### src/rtl/irqc_pkg.sv
package irqc_pkg;
  localparam logic [7:0] OFS_BASE = 8'hB0;
  localparam logic [7:0] OFS_ENA  = 8'hB2;
  localparam logic [7:0] OFS_STAT = 8'hB4;
  localparam logic [7:0] OFS_ACK  = 8'hB6;

  // bit positions of the request sources inside status/enable
  typedef enum logic [2:0] {
    SRC_SER_TX   = 3'd0,
    SRC_KEYPAD   = 3'd1,
    SRC_CART     = 3'd2,
    SRC_SER_RX   = 3'd3,
    SRC_LINE_HIT = 3'd4,
    SRC_VB_TIMER = 3'd5,
    SRC_VBLANK   = 3'd6,
    SRC_HB_TIMER = 3'd7
  } src_e;

  // value kept by the base register after a write
  function automatic logic [7:0] base_store(input logic [7:0] d, input logic mono);
    return mono ? (d & 8'hF8) : (d & 8'hFE);
  endfunction

  // value returned when the base register is read
  function automatic logic [7:0] base_view(input logic [7:0] b, input logic mono);
    return mono ? (b | 8'h03) : b;
  endfunction

  // vector number offered to the processor
  function automatic logic [7:0] vec_of(input logic [7:0] base, input logic [2:0] idx);
    return base + {5'd0, idx};
  endfunction
endpackage

### src/rtl/irqc_regs.sv
module irqc_regs
  import irqc_pkg::*;
#(
  parameter int NSRC = 8,
  parameter bit MONO = 1'b0
) (
  input  logic            clk,
  input  logic            rst_n,
  input  logic [NSRC-1:0] src_set,
  input  logic [NSRC-1:0] src_clr,
  input  logic [7:0]      io_addr,
  input  logic            io_wr,
  input  logic [7:0]      io_wdata,
  output logic [7:0]      io_rdata,
  output logic [7:0]      base_q,
  output logic [NSRC-1:0] ena_q,
  output logic [NSRC-1:0] stat_q
);
  logic            wr_base, wr_ena, wr_ack;
  logic [NSRC-1:0] ack_mask, stat_d;

  assign wr_base  = io_wr && (io_addr == OFS_BASE);
  assign wr_ena   = io_wr && (io_addr == OFS_ENA);
  assign wr_ack   = io_wr && (io_addr == OFS_ACK);
  assign ack_mask = wr_ack ? io_wdata[NSRC-1:0] : '0;
  // a new request in the same cycle beats any clear
  assign stat_d   = (stat_q & ~src_clr & ~ack_mask) | src_set;

  always_ff @(posedge clk) begin
    if (!rst_n) begin
      base_q <= '0;
      ena_q  <= '0;
      stat_q <= '0;
    end else begin
      if (wr_base) base_q <= base_store(io_wdata, MONO);
      if (wr_ena)  ena_q  <= io_wdata[NSRC-1:0];
      stat_q <= stat_d;
    end
  end

  always_comb begin
    case (io_addr)
      OFS_BASE: io_rdata = base_view(base_q, MONO);
      OFS_ENA:  io_rdata = 8'(ena_q);
      OFS_STAT: io_rdata = 8'(stat_q);
      default:  io_rdata = 8'h00;
    endcase
  end

  // requested bits are present the following cycle
  p_set_sticky_r2: assert property (@(posedge clk) disable iff (!rst_n)
    (|src_set) |=> ((stat_q & $past(src_set)) == $past(src_set)));

  // acknowledged bits without a simultaneous request are gone
  p_ack_clear_r3: assert property (@(posedge clk) disable iff (!rst_n)
    wr_ack |=> ((stat_q & $past(io_wdata[NSRC-1:0] & ~src_set)) == '0));
endmodule

### src/rtl/irqc_resolve.sv
module irqc_resolve #(
  parameter int NSRC  = 8,
  localparam int IDX_W = (NSRC > 1) ? $clog2(NSRC) : 1
) (
  input  logic             clk,
  input  logic             rst_n,
  input  logic [NSRC-1:0]  pend,
  output logic             any,
  output logic [IDX_W-1:0] idx
);
  assign any = |pend;

  // ascending scan: the last hit is the highest-numbered bit
  always_comb begin
    idx = '0;
    for (int i = 0; i < NSRC; i++)
      if (pend[i]) idx = IDX_W'(i);
  end

  // no pending bit lies above the chosen one
  p_top_pick_r6: assert property (@(posedge clk) disable iff (!rst_n)
    any |-> ((pend >> idx) == NSRC'(1)));
endmodule

### src/rtl/irqc_deliver.sv
module irqc_deliver
  import irqc_pkg::*;
(
  input  logic       clk,
  input  logic       rst_n,
  input  logic       any,
  input  logic [2:0] idx,
  input  logic [7:0] base,
  input  logic       cpu_if,
  input  logic       insn_boundary,
  input  logic       poll_inhibit,
  input  logic       irq_ack,
  output logic       irq_req,
  output logic [7:0] irq_vec
);
  logic poll_ok, take;

  assign poll_ok = insn_boundary && !poll_inhibit && cpu_if;
  assign take    = !irq_req && any && poll_ok;

  always_ff @(posedge clk) begin
    if (!rst_n) begin
      irq_req <= 1'b0;
      irq_vec <= '0;
    end else if (take) begin
      irq_req <= 1'b1;
      irq_vec <= vec_of(base, idx);
    end else if (irq_req && irq_ack) begin
      irq_req <= 1'b0;
    end
  end

  // an offer begins only after a permitted poll
  p_take_gated_r7: assert property (@(posedge clk) disable iff (!rst_n)
    $rose(irq_req) |-> $past(cpu_if && insn_boundary && !poll_inhibit));

  // an offer implies the halt release was already raised
  p_wake_first_r5: assert property (@(posedge clk) disable iff (!rst_n)
    $rose(irq_req) |-> $past(any));

  // offer is held unchanged until acknowledged
  p_hold_r8: assert property (@(posedge clk) disable iff (!rst_n)
    (irq_req && !irq_ack) |=> (irq_req && $stable(irq_vec)));

  // acknowledge withdraws the offer
  p_drop_r8: assert property (@(posedge clk) disable iff (!rst_n)
    (irq_req && irq_ack) |=> !irq_req);
endmodule

### src/rtl/irq_prio_ctrl.sv
module irq_prio_ctrl #(
  parameter int NSRC = 8,
  parameter bit MONO = 1'b0
) (
  input  logic            clk,
  input  logic            rst_n,
  input  logic [NSRC-1:0] src_set,
  input  logic [NSRC-1:0] src_clr,
  input  logic [7:0]      io_addr,
  input  logic            io_wr,
  input  logic [7:0]      io_wdata,
  output logic [7:0]      io_rdata,
  input  logic            cpu_if,
  input  logic            insn_boundary,
  input  logic            poll_inhibit,
  input  logic            irq_ack,
  output logic            wake,
  output logic            irq_req,
  output logic [7:0]      irq_vec
);
  localparam int IDX_W = (NSRC > 1) ? $clog2(NSRC) : 1;

  logic [7:0]       base_q;
  logic [NSRC-1:0]  ena_q, stat_q, pend;
  logic             any;
  logic [IDX_W-1:0] idx;

  irqc_regs #(.NSRC(NSRC), .MONO(MONO)) u_regs (
    .clk(clk), .rst_n(rst_n), .src_set(src_set), .src_clr(src_clr),
    .io_addr(io_addr), .io_wr(io_wr), .io_wdata(io_wdata), .io_rdata(io_rdata),
    .base_q(base_q), .ena_q(ena_q), .stat_q(stat_q)
  );

  assign pend = stat_q & ena_q;

  irqc_resolve #(.NSRC(NSRC)) u_res (
    .clk(clk), .rst_n(rst_n), .pend(pend), .any(any), .idx(idx)
  );

  assign wake = any;

  irqc_deliver u_dlv (
    .clk(clk), .rst_n(rst_n), .any(any), .idx(3'(idx)), .base(base_q),
    .cpu_if(cpu_if), .insn_boundary(insn_boundary), .poll_inhibit(poll_inhibit),
    .irq_ack(irq_ack), .irq_req(irq_req), .irq_vec(irq_vec)
  );
endmodule

### config.mk
export PLATFORM = sky130hd
export DESIGN_NAME = irq_prio_ctrl
export DESIGN_NICKNAME = d
export VERILOG_FILES = /design/src/rtl/irqc_pkg.sv /design/src/rtl/irqc_regs.sv /design/src/rtl/irqc_resolve.sv /design/src/rtl/irqc_deliver.sv /design/src/rtl/irq_prio_ctrl.sv
export SDC_FILE = /design/constraint.sdc
export NUM_CORES = 1
export LEC_CHECK = 0
export ABC_CLOCK_PERIOD_IN_PS = 2100
export BUFFER_PORTS_ARGS = -buffer_cell sky130_fd_sc_hd__buf_2
export CAP_MARGIN = 20
export CELL_PAD_IN_SITES_DETAIL_PLACEMENT = 2
export CELL_PAD_IN_SITES_GLOBAL_PLACEMENT = 2
export CORE_UTILIZATION = 28
export CTS_CLUSTER_DIAMETER = 40
export DETAILED_ROUTE_END_ITERATION = 8
export GPL_TIMING_DRIVEN = 0
export MAX_ROUTING_LAYER = met4
export PLACE_DENSITY_LB_ADDON = 0.3
export SYNTH_ARGS = -nofsm -noshare
export SYNTH_HDL_FRONTEND = slang
export SYNTH_SLANG_ARGS = --single-unit
export TNS_END_PERCENT = 100
### constraint.sdc
create_clock -name clk -period 2.1 [get_ports clk]
set_clock_uncertainty 0.1 [all_clocks]
set_input_delay 0.21 -clock clk [delete_from_list [all_inputs] [get_ports clk]]
set_output_delay 0.21 -clock clk [all_outputs]
set_load 0.005 [all_outputs]
==> results.md <==
* Maximum single-stage delay on the critical path at 370 ps
* Number of endpoints with negative hold slack in the final report at 0
* Final wirelength at 5660 µm
* Largest cells by area after synthesis: dfxtp_1 (38%), nand2_1 (5.1%), nand3_1 (5.0%), a21oi_1 (4.4%), a222oi_1 (4.1%)
* Placed cell count at 320
* Highest Clock Rate at 499 MHz
* Crit path buf inv count at 0
* Cell variety after synth at 41
* Headroom to the max-slew limit at 49.1%
* Count of final max-slew check failures at 0
* Via count normalized by instance count at 5.28
* First-pass GRT wire length at 9210 µm
* Total overflow reported by the global router at 0
* Number of buffers created by CTS at 5
* Cells after Synth at 193
* Clock root cell: clkbuf_8
* Height of the chip at 79.8 µm
* Filler cell count at 687
* Non-Filler Instances at 330
* Clock transition at the registers of the reported paths at 70 ps
* Power per Cell Area at 569 nW/µm²
* # port buffers at 55
* Maximum number of pins on one net before global-route repair at 11
* Finish-stage setup viols at 0
* Area Growth Syn to Fin at 29.3%
* Clock latency at the later pin of the worst-skew pair at 290 ps
* Number of nets with antenna violations after routing at 0
* Residual DRC at 0
* Area share of the leading cell type in the synthesized netlist at 37.8%
* Number of sinks driven by the clock tree at 32
* Maximum level of the CTS H-tree at 2
* Number of warnings reported in the yosys synthesis log at 0
* Number of synthesized flops with an enable pin at 0
* Slowest cell on the critical path: fa_2
* Synth Net Count at 235
* Synthesized cell area at 1690 µm²
* Tightest Pin Transition at 757 ps
* Maximum fanout encountered on the critical timing path at 4
* Vias at 1743
* CP delay by family, top: compound AO/OA/AOI/OAI gates
* Most used cells in the layout excluding fill and tap cells: buf_2 (56), dfxtp_1 (32), nand2_1 (23), inv_1 (18), nand3_1 (17)
* Wirelength per Cell at 17.2 µm
* Maximum vdd drop at 0.338 mV
* 1st-iter DRT viols at 100
* Antenna cells at 0
* Final #Nets at 299
* Endpoint arrival time on the critical path at 2110 ps
* Initial antenna violation count at 0
* Overall power after layout at 1.24 mW
* Data required, critical path at 2210 ps
* Status: finished clean
* Share of the clock period used by the worst path after layout at 95.5%
* Leading area contributor after synthesis: dfxtp_1
* Top Ports at 57
* Most common cell after layout, fill and taps aside: buf_2
* Worst setup path class: flop to flop
* Final critical delay including setup and external delays at 2000 ps
* Async set-or-reset flop fraction in the synthesized netlist at 0%
* Critical path cell sequence: a22oi_2, o21ai_1, ha_2, fa_2, nand2_1, nor2_2, xnor2_1, a211oi_1
* Primary flip-flop cell chosen by synthesis mapping: dfxtp_1
* Iteration count of the initial detailed-routing pass at 6
* Worst hold slack across all endpoints at 23.6 ps
* Row count at 27
* Element type at the critical path end: flop
* Die outline area at 6360 µm²
* Tot GR Track Use at 19.8%
* Class of the tightest hold or removal check: input port to flop
* Core region area at 5680 µm²
* Static leakage at 0.916 nW
* Max cap viols at 0
* Average size of a mapped cell at 8.77 µm²
* Ratio of cells with drive above 1 in the final layout at 33.7%
* Via count of the first global-routing pass at 1813
* TritonCTS clock tree: built
* Count of state elements after synthesis at 32
* Maximum buffer depth of the clock tree at 2
* Die width at 79.8 µm
* Sequential cell area fraction in the yosys report at 37.8%
* Global placement routability congestion at 0.776
* Detailed-placement wirelength estimate at 4430 µm
* Worst setup SP type: flop
* Starting density of the core at 29.8%
-- repair_timing --
action / CTS / global route
hold buffers: 0 / 0
pin swaps: 0 / 3
resized for setup: 3 / 4
setup endpoints to repair: 2 / 2
buffers inserted: 0 / 2
-- layer usage --
layer | part of all wire, % | GRT usage, % | vias to the layer above
met1 | 46 | 23.4 | 851
met4 | 1.1 | 5.89 | 0
li1 | - | - | 841
met5 | 0 | - | -
met2 | 49 | 34.0 | 45
met3 | 3.8 | 3.89 | 6
-- layout make-up --
class / count / area (µm²) / area share [%]
inverter: 18 / 67.6 / 3.09
clock inverter: 1 / 7.51 / 0.343
sequential: 32 / 641 / 29.3
tap: 72 / 90.1 / 4.11
timing repair buffer: 57 / 290 / 13.3
multi-input combinational: 131 / 917 / 41.9
clock buffer: 7 / 86.3 / 3.94
buffer: 12 / 90.1 / 4.11
-- power by group --
part	switching, mW	total [mW]	internal [mW]
Combinational	0.0574	0.109	0.0516
Sequential	0.0142	0.632	0.617
Clock	0.238	0.504	0.266
-- sequential cells by signal (all words and copies together) (netlist names) --
register / count
u_dlv.irq_req: 1
u_regs.stat_q: 8
u_regs.ena_q: 8
u_regs.base_q: 7
u_dlv.irq_vec: 8
-- synthesized netlist by cell type, types with 2 or more instances --
cell	instances
a211oi_1	6
o21a_1	8
buf_6	4
nand2_1	23
xnor2_1	4
o21ai_2	2
ha_1	2
nand4_1	3
clkbuf_1	3
a222oi_1	7
a22oi_1	4
dfxtp_1	32
a311oi_1	8
nor3_2	2
o21ai_0	9
nand2b_1	2
inv_1	18
a21oi_1	15
nor2_1	2
a32o_1	2
nand3_1	17
-- worst paths after layout --
path         depth (start not counted)  slack [ps]                          start                       endpoint
max                                  8         100   u_regs.ena_q[7]$_SDFFE_PN0P_  u_dlv.irq_vec[7]$_SDFFE_PN0P_
min                                  2          20                     src_set[1]    u_regs.stat_q[1]$_SDFF_PN0_
max reg2reg                          8         100   u_regs.ena_q[7]$_SDFFE_PN0P_  u_dlv.irq_vec[7]$_SDFFE_PN0P_
min reg2reg                          2         370  u_dlv.irq_vec[2]$_SDFFE_PN0P_  u_dlv.irq_vec[2]$_SDFFE_PN0P_
-- per-stage QoR --
step | setup TNS, ps | instance area [µm²] | setup WS [ps] | utilization, %
floorplan | 0 | 1690 | 205 | -
global placement | 0 | 2060 | 7.24 | 36.3
detailed placement | -75.7 | 2060 | -58.9 | 36.3
CTS | 0 | 2160 | 49.0 | 38.1
global route | -48.7 | 2190 | -43.0 | 38.6
finish | 0 | 2190 | 95.4 | 38.6
-- kinds of logic (layout without fill, tap and decap cells) --
family | after synthesis | after routing | share of synthesized area, %
buffers and inverters | 30 | 95 | 9.31
AOI/OAI and AO/OA | 63 | 63 | 26.5
xor gates and xnor gates | 5 | 5 | 2.59
DFF | 32 | 32 | 37.8
adders and majority gates | 3 | 3 | 2.66
and+or+nand+nor | 60 | 60 | 21.1
No activity file was read; power rests on OpenSTA's default activity.
